## config.mk

```make
export PLATFORM = sky130hd
export DESIGN_NAME = pwm_bank
export DESIGN_NICKNAME = d
export VERILOG_FILES = /design/src/rtl/pwm_bank_pkg.sv /design/src/rtl/pwm_chan_regs.sv /design/src/rtl/pwm_chan_core.sv /design/src/rtl/pwm_bank.sv
export SDC_FILE = /design/constraint.sdc
export NUM_CORES = 2
export LEC_CHECK = 0
export BUFFER_PORTS_ARGS = -buffer_cell sky130_fd_sc_hd__buf_2
export CORE_AREA = 8 8 391 393
export CTS_BUF_LIST = sky130_fd_sc_hd__clkbuf_4 sky130_fd_sc_hd__clkbuf_8 sky130_fd_sc_hd__clkbuf_16
export DETAILED_ROUTE_END_ITERATION = 10
export DIE_AREA = 0 0 399 401
export SYNTH_ARGS = -nofsm -noshare
export SYNTH_HDL_FRONTEND = slang
export SYNTH_SLANG_ARGS = --single-unit
export TNS_END_PERCENT = 30
```

## constraint.sdc

```tcl
create_clock -name clk -period 9.3 [get_ports clk]
set_clock_uncertainty 0.15 [all_clocks]
set_input_delay 0.93 -clock clk [delete_from_list [all_inputs] [get_ports clk]]
set_output_delay 0.93 -clock clk [all_outputs]
set_load 0.01 [all_outputs]
```

## src/rtl/pwm_bank_pkg.sv

```systemverilog
package pwm_bank_pkg;

  localparam int unsigned BUS_W   = 32;
  localparam int unsigned WIN_LSB = 5;   // 32-byte window per channel

  // word offsets inside a channel window
  localparam logic [2:0] OFS_CTRL = 3'd0;
  localparam logic [2:0] OFS_RPT  = 3'd1;
  localparam logic [2:0] OFS_PER  = 3'd2;
  localparam logic [2:0] OFS_DUTY = 3'd3;
  localparam logic [2:0] OFS_STAT = 3'd4;

  // control bit positions
  localparam int unsigned B_RUN   = 0;
  localparam int unsigned B_RST   = 1;
  localparam int unsigned B_COMMIT = 2;
  localparam int unsigned B_IEN   = 3;
  localparam int unsigned B_MODE0 = 4;   // bits 4..7: stored mode bits
  localparam int unsigned B_FPLVL = 8;
  localparam int unsigned B_STLVL = 9;

  typedef struct packed {
    logic       stop_lvl;
    logic       fp_lvl;
    logic [3:0] mode;
    logic       ien;
    logic       run;
  } chan_ctrl_t;

endpackage

```

## src/rtl/pwm_chan_regs.sv

```systemverilog
module pwm_chan_regs
  import pwm_bank_pkg::*;
#(
  parameter int unsigned CNT_W = 32
) (
  input  logic             clk,
  input  logic             rst_n,
  input  logic             wr_en,
  input  logic             rd_en,
  input  logic [2:0]       ofs,
  input  logic [BUS_W-1:0] wdata,
  output logic [BUS_W-1:0] rdata,
  input  logic             load,
  input  logic             wrap,
  output logic             run,
  output logic             fp_lvl,
  output logic             stop_lvl,
  output logic             ien,
  output logic             cnt_rst,
  output logic             commit_pend,
  output logic [CNT_W-1:0] per_stage,
  output logic [CNT_W-1:0] duty_stage,
  output logic             done_flag
);

  chan_ctrl_t       ctrl_q, ctrl_d;
  logic [BUS_W-1:0] rpt_q;
  logic [CNT_W-1:0] per_q, duty_q;
  logic             pend_q, pend_d;
  logic             rst_q, rst_d;
  logic             stat_q, stat_d;
  logic             wr_ctrl, wr_rpt, wr_per, wr_duty, rd_stat;

  assign wr_ctrl = wr_en && (ofs == OFS_CTRL);
  assign wr_rpt  = wr_en && (ofs == OFS_RPT);
  assign wr_per  = wr_en && (ofs == OFS_PER);
  assign wr_duty = wr_en && (ofs == OFS_DUTY);
  assign rd_stat = rd_en && (ofs == OFS_STAT);

  // next-state
  always_comb begin
    ctrl_d.run      = wdata[B_RUN];
    ctrl_d.ien      = wdata[B_IEN];
    ctrl_d.mode     = wdata[B_MODE0 +: 4];
    ctrl_d.fp_lvl   = wdata[B_FPLVL];
    ctrl_d.stop_lvl = wdata[B_STLVL];
    pend_d = (pend_q && !load) || (wr_ctrl && wdata[B_COMMIT]);
    rst_d  = wr_ctrl && wdata[B_RST];
    stat_d = wrap || (stat_q && !rd_stat);
  end

  // registers
  always_ff @(posedge clk or negedge rst_n) begin
    if (!rst_n) begin
      ctrl_q <= '0;
      rpt_q  <= '0;
      per_q  <= '0;
      duty_q <= '0;
      pend_q <= 1'b0;
      rst_q  <= 1'b0;
      stat_q <= 1'b0;
    end else begin
      if (wr_ctrl) ctrl_q <= ctrl_d;
      if (wr_rpt)  rpt_q  <= wdata;
      if (wr_per)  per_q  <= wdata[CNT_W-1:0];
      if (wr_duty) duty_q <= wdata[CNT_W-1:0];
      pend_q <= pend_d;
      rst_q  <= rst_d;
      stat_q <= stat_d;
    end
  end

  // read mux
  always_comb begin
    rdata = '0;
    case (ofs)
      OFS_CTRL: begin
        rdata[B_RUN]        = ctrl_q.run;
        rdata[B_COMMIT]     = pend_q;
        rdata[B_IEN]        = ctrl_q.ien;
        rdata[B_MODE0 +: 4] = ctrl_q.mode;
        rdata[B_FPLVL]      = ctrl_q.fp_lvl;
        rdata[B_STLVL]      = ctrl_q.stop_lvl;
      end
      OFS_RPT:  rdata = rpt_q;
      OFS_PER:  rdata = BUS_W'(per_q);
      OFS_DUTY: rdata = BUS_W'(duty_q);
      OFS_STAT: rdata[0] = stat_q;
      default:  rdata = '0;
    endcase
  end

  assign run         = ctrl_q.run;
  assign fp_lvl      = ctrl_q.fp_lvl;
  assign stop_lvl    = ctrl_q.stop_lvl;
  assign ien         = ctrl_q.ien;
  assign cnt_rst     = rst_q;
  assign commit_pend = pend_q;
  assign per_stage   = per_q;
  assign duty_stage  = duty_q;
  assign done_flag   = stat_q;

  // a load retires the commit unless a new commit arrives with it
  assert_commit_retires_R6: assert property (@(posedge clk) disable iff (!rst_n)
    (load && !(wr_ctrl && wdata[B_COMMIT])) |=> !commit_pend);

  // a period end always leaves the flag set
  assert_wrap_sets_flag_R11: assert property (@(posedge clk) disable iff (!rst_n)
    wrap |=> done_flag);

  // only a status read clears the flag
  assert_flag_sticky_R11: assert property (@(posedge clk) disable iff (!rst_n)
    (done_flag && !rd_stat) |=> done_flag);

  // the restart request lasts one cycle unless rewritten
  assert_restart_pulse_R10: assert property (@(posedge clk) disable iff (!rst_n)
    (cnt_rst && !wr_ctrl) |=> !cnt_rst);

endmodule

```

## src/rtl/pwm_chan_core.sv

```systemverilog
module pwm_chan_core #(
  parameter int unsigned CNT_W = 32
) (
  input  logic             clk,
  input  logic             rst_n,
  input  logic             run,
  input  logic             fp_lvl,
  input  logic             stop_lvl,
  input  logic             cnt_rst,
  input  logic             commit_pend,
  input  logic [CNT_W-1:0] per_stage,
  input  logic [CNT_W-1:0] duty_stage,
  output logic             load,
  output logic             wrap,
  output logic             pwm_o
);

  logic [CNT_W-1:0] cnt_q, cnt_d;
  logic [CNT_W-1:0] per_q, duty_q;
  logic             per_zero, at_last, first_phase, cnt_clr;

  assign per_zero = (per_q == '0);
  assign at_last  = (cnt_q == per_q - CNT_W'(1));
  assign wrap     = run && !per_zero && !cnt_rst && at_last;
  // staged values move only where a period boundary cannot be torn
  assign load     = commit_pend && (!run || per_zero || wrap);
  assign cnt_clr  = !run || cnt_rst || per_zero || wrap;

  always_comb begin
    cnt_d = cnt_clr ? '0 : cnt_q + CNT_W'(1);
  end

  always_ff @(posedge clk or negedge rst_n) begin
    if (!rst_n) begin
      cnt_q  <= '0;
      per_q  <= '0;
      duty_q <= '0;
    end else begin
      cnt_q <= cnt_d;
      if (load) begin
        per_q  <= per_stage;
        duty_q <= duty_stage;
      end
    end
  end

  assign first_phase = !per_zero && (cnt_q < duty_q);
  assign pwm_o = run ? (first_phase ? fp_lvl : !fp_lvl) : stop_lvl;

  // the count never reaches the committed period while running
  assert_cnt_in_range_R4: assert property (@(posedge clk) disable iff (!rst_n)
    (run && !per_zero) |-> (cnt_q < per_q));

  // every period end restarts the count
  assert_wrap_restarts_R4: assert property (@(posedge clk) disable iff (!rst_n)
    wrap |=> (cnt_q == '0));

  // the active counts change only through a load
  assert_active_hold_R6: assert property (@(posedge clk) disable iff (!rst_n)
    !load |=> ($stable(per_q) && $stable(duty_q)));

  // a stopped channel restarts from zero
  assert_stop_clears_R9: assert property (@(posedge clk) disable iff (!rst_n)
    !run |=> (cnt_q == '0));

endmodule

```

## src/rtl/pwm_bank.sv

```systemverilog
module pwm_bank
  import pwm_bank_pkg::*;
#(
  parameter int unsigned NUM_CH = 6,
  parameter int unsigned CNT_W  = 32,
  parameter int unsigned ADDR_W = 8
) (
  input  logic              clk,
  input  logic              rst_n,
  input  logic              bus_sel,
  input  logic              bus_wr,
  input  logic [ADDR_W-1:0] bus_addr,
  input  logic [BUS_W-1:0]  bus_wdata,
  output logic [BUS_W-1:0]  bus_rdata,
  output logic [NUM_CH-1:0] pwm_out,
  output logic [NUM_CH-1:0] irq
);

  localparam int unsigned CH_W = ADDR_W - WIN_LSB;

  logic [CH_W-1:0]  ch_idx;
  logic [2:0]       ofs;
  logic             unused_addr_lsb;
  logic [BUS_W-1:0] ch_rdata [NUM_CH];

  assign ch_idx          = bus_addr[ADDR_W-1:WIN_LSB];
  assign ofs             = bus_addr[WIN_LSB-1:2];
  assign unused_addr_lsb = ^bus_addr[1:0];

  for (genvar g = 0; g < NUM_CH; g++) begin : g_ch
    logic             hit, run, fp_lvl, stop_lvl, ien, cnt_rst, pend;
    logic             load, wrap, done;
    logic [CNT_W-1:0] per_stage, duty_stage;

    assign hit = bus_sel && (ch_idx == CH_W'(g));

    pwm_chan_regs #(.CNT_W(CNT_W)) u_regs (
      .clk         (clk),
      .rst_n       (rst_n),
      .wr_en       (hit && bus_wr),
      .rd_en       (hit && !bus_wr),
      .ofs         (ofs),
      .wdata       (bus_wdata),
      .rdata       (ch_rdata[g]),
      .load        (load),
      .wrap        (wrap),
      .run         (run),
      .fp_lvl      (fp_lvl),
      .stop_lvl    (stop_lvl),
      .ien         (ien),
      .cnt_rst     (cnt_rst),
      .commit_pend (pend),
      .per_stage   (per_stage),
      .duty_stage  (duty_stage),
      .done_flag   (done)
    );

    pwm_chan_core #(.CNT_W(CNT_W)) u_core (
      .clk         (clk),
      .rst_n       (rst_n),
      .run         (run),
      .fp_lvl      (fp_lvl),
      .stop_lvl    (stop_lvl),
      .cnt_rst     (cnt_rst),
      .commit_pend (pend),
      .per_stage   (per_stage),
      .duty_stage  (duty_stage),
      .load        (load),
      .wrap        (wrap),
      .pwm_o       (pwm_out[g])
    );

    assign irq[g] = done && ien;
  end

  always_comb begin
    bus_rdata = '0;
    for (int i = 0; i < NUM_CH; i++) begin
      if (ch_idx == CH_W'(i)) bus_rdata = ch_rdata[i];
    end
  end

endmodule

```

==> metrics.txt <==
Clk pwr share=between 40% and 50%; Worst Hold Class=in2async; number of synthesized register bits=roughly 1200; outcome=finished, final reports clean; Core Area=between 100000 and 150000 µm²; Sw Share=25.4%; post-synth cell types=85; Critical Path AT=5.29 ns; R2R Path Start=g_ch[1].u_core.per_q[2]; Root Driver=clkbuf_16; WS Path Type=in2out; Slew Viols, Final=0; CP Launch Type=input pin; Antenna Nets Post-Route=0; vias in the first global route=about 47000; Synth area leader=dfrtp_1; Reg power frac=a little under half; critical-path cell list=buf_2 > inv_1 > nand3b_1 > or2_2 > o22ai_1 > nor3_1 > a2111oi_1 > buf_2; worst hold margin=0.00293 ns; Psw=between 3000 and 4000 µW; final net count=around 6000; commonest non-fill, non-tap cell in the layout=dfrtp_1; Worst-Margin Slew=1.34 ns; all-layer global routing usage=between 20% and 30%; Ports=88; DIE WIDTH=about 400 µm; clk slew on worst S/H paths=0.06 ns; Initial Utilization=44.6%; RSZ-0062 raised after global routing=no; Tmin final=between 6 and 7 ns; GP Congestion=~0.96; setup bufs post-CTS=0; sequential area share after synthesis=46.6%; Synth top area share=a little under half; number of buffers created by CTS=between 100 and 150; Critical Path Start=bus_addr[7]; largest delay contributor family on the critical path=simple AND/OR/NAND/NOR gates; CTS max path bufs=3; worst-path maximum fanout=22; critical path's largest stage delay=1.07 ns; PostCTS Resize Cnt=0; final hold vios=0; Mapped Area=roughly 65000 µm²; Syn. warnings=0; Mean Syn Cell Area=between 10 and 15 µm²; largest net degree at the start of global routing=between 150 and 200; die area=between 150000 and 200000 µm²; Clock Latency Late Sink=0.79 ns; initial antenna violation count=25; P&R area growth vs syn=10.6%; Int Power=approximately 9000 µW; Peak Freq=between 0.15 and 0.2 GHz; Rel. slew slack=around a tenth; CP required=8.22 ns; Pre-antenna DRT Iters=5; Main synth FF type=dfrtp_1; port bufs=between 80 and 90; Cells after Synth=roughly 5800; Wirelength per Cell=about 26 µm; synth top area cells=dfrtp_1 47%, mux2_2 14%, mux2_1 4.3%, ha_1 3.9%, xnor2_1 3.3%; Setup violations, final=0; CP dominant cell by count=buf_2; async set-reset flop share out of synthesis=between 90% and 100%; H-tree depth=4; Sink Count=1218; share of cells above drive strength 1=a little under a quarter; TritonCTS clock tree=yes; Setup Total Neg Slack=0 ns; max-cap violation count=0; via count=around 47000; CP max-delay cell=a2111oi_1; VDD IR max=around 190 µV; DP Cell Count=approximately 7600; first-pass GRT wire length=between 300000 and 400000 µm; total routed wirelength=roughly 210000 µm; Mapped Nets=about 6100; post-route insts no fill=between 7000 and 8000; # DRC=0; Buf/Inv on CP=3; Comb pwr share=approximately 8%; CTS Hold Bufs=0; total grt overflow=0; Period Utilization, post-route=between 60% and 70%; Die Span Y=between 400 and 500 µm; cell row count=about 140; Iteration-0 DRC Markers=between 4000 and 5000; overall power=between 10000 and 15000 µW; most used cells in the layout excluding fill and tap cells=1218 x dfrtp_1, 813 x mux2_2, 298 x nor2_1; Pwr Density=~170 nW/µm²; P_leak=about 0.034 µW; Final HPWL DP=145000 µm; CP endpoint kind=output pin; Via density=slightly above 6; Post-synth EDFFs=0
[stage by stage]
step	area, µm²	util, %	setup slack [ns]
floorplan	65400	-	4.74
global placement	67600	46.1	3.31
detailed placement	67600	46.1	3.25
CTS	72300	49.3	3.24
global route	72300	49.3	2.86
finish	72300	49.3	2.93
[path summary, 6_finish.rpt]
kind | endpoint | slack (ns) | depth (start not counted)
setup / recovery | bus_rdata[30] | 2.93 | 8
hold / removal | g_ch[0].u_core.cnt_q[7] | 0.003 | 1
setup reg to reg | g_ch[1].u_core.duty_q[31] | 3.91 | 11
hold reg to reg | g_ch[0].u_core.duty_q[25] | 0.34 | 1
max in group asynchronous | g_ch[1].u_regs.per_stage[22] | 6.68 | 3
min in group clk | g_ch[0].u_core.duty_q[25] | 0.34 | 1
[flip-flops by register name (all words and copies together), names as in the netlist, 24 cells and up]
register and cells:
g_ch.u_regs.per_stage 192, g_ch.u_regs.ctrl_q 24, g_ch.u_regs.rpt_q 192, g_ch.u_core.per_q 192, g_ch.u_core.cnt_q 192, g_ch.u_core.duty_q 192
g_ch.u_regs.duty_stage 192
[synth_stat cells (all sizes together), types with 56 or more instances]
cell and n:
buf 67, o21ai 125, nand2 166, inv 258, a21oi 142, dfrtp 1218, clkbuf 298, a21o 56
xor2 176, nor2 312, xnor2 247, nor4 124, ha 204, nor3 209, mux2 1123, nand4 111
nand3 135, a22oi 147
[cell families (layout without fill, tap and decap cells)]
| logic type | count (synthesis) | in the layout | synth area share (%) |
|---|---|---|---|
| AND/OR/NAND/NOR | 1362 | 1362 | 11.0 |
| flip-flops | 1218 | 1218 | 46.6 |
| multiplexers | 1159 | 1159 | 20.3 |
| AO/OA/AOI/OAI | 830 | 830 | 8.72 |
| buffers and inverters | 623 | 675 | 3.79 |
| XOR/XNOR | 424 | 424 | 5.70 |
| adder cells (fa/ha/maj) | 204 | 204 | 3.90 |
| other | 0 | 10 | 0 |
[power by group through the flow]
stage / clock network [µW] / registers (µW) / logic, µW
2_1_floorplan: 0 / 5740 / 575
3_3_place_gp: 0 / 5820 / 973
3_5_place_dp: 0 / 5830 / 987
4_1_cts: 5710 / 5730 / 991
5_1_grt: 5910 / 5760 / 1060
6_report: 5610 / 5740 / 995
[cell type report]
class	instances	area [µm²]
fill	13200	74500
clock buffer	201	4110
sequential	1218	30500
timing repair buffer	169	1160
inverter	258	968
tap	1930	2410
clock inverter	47	557
multi-input combinational	3979	32600
antenna	10	25.0
[routing by layer]
layer  wire length [µm]  share of wire (%)  vias to the layer above  track usage [%]
li1                   -                  -                    21100                -
met1              89700                 44                    24100             35.2
met2              92100                 45                     1507             38.7
met3              15000                7.3                      415             5.42
met4               9250                4.5                        4             10.1
met5                 26              0.013                        -                0
(Power assumes the default switching activity.)
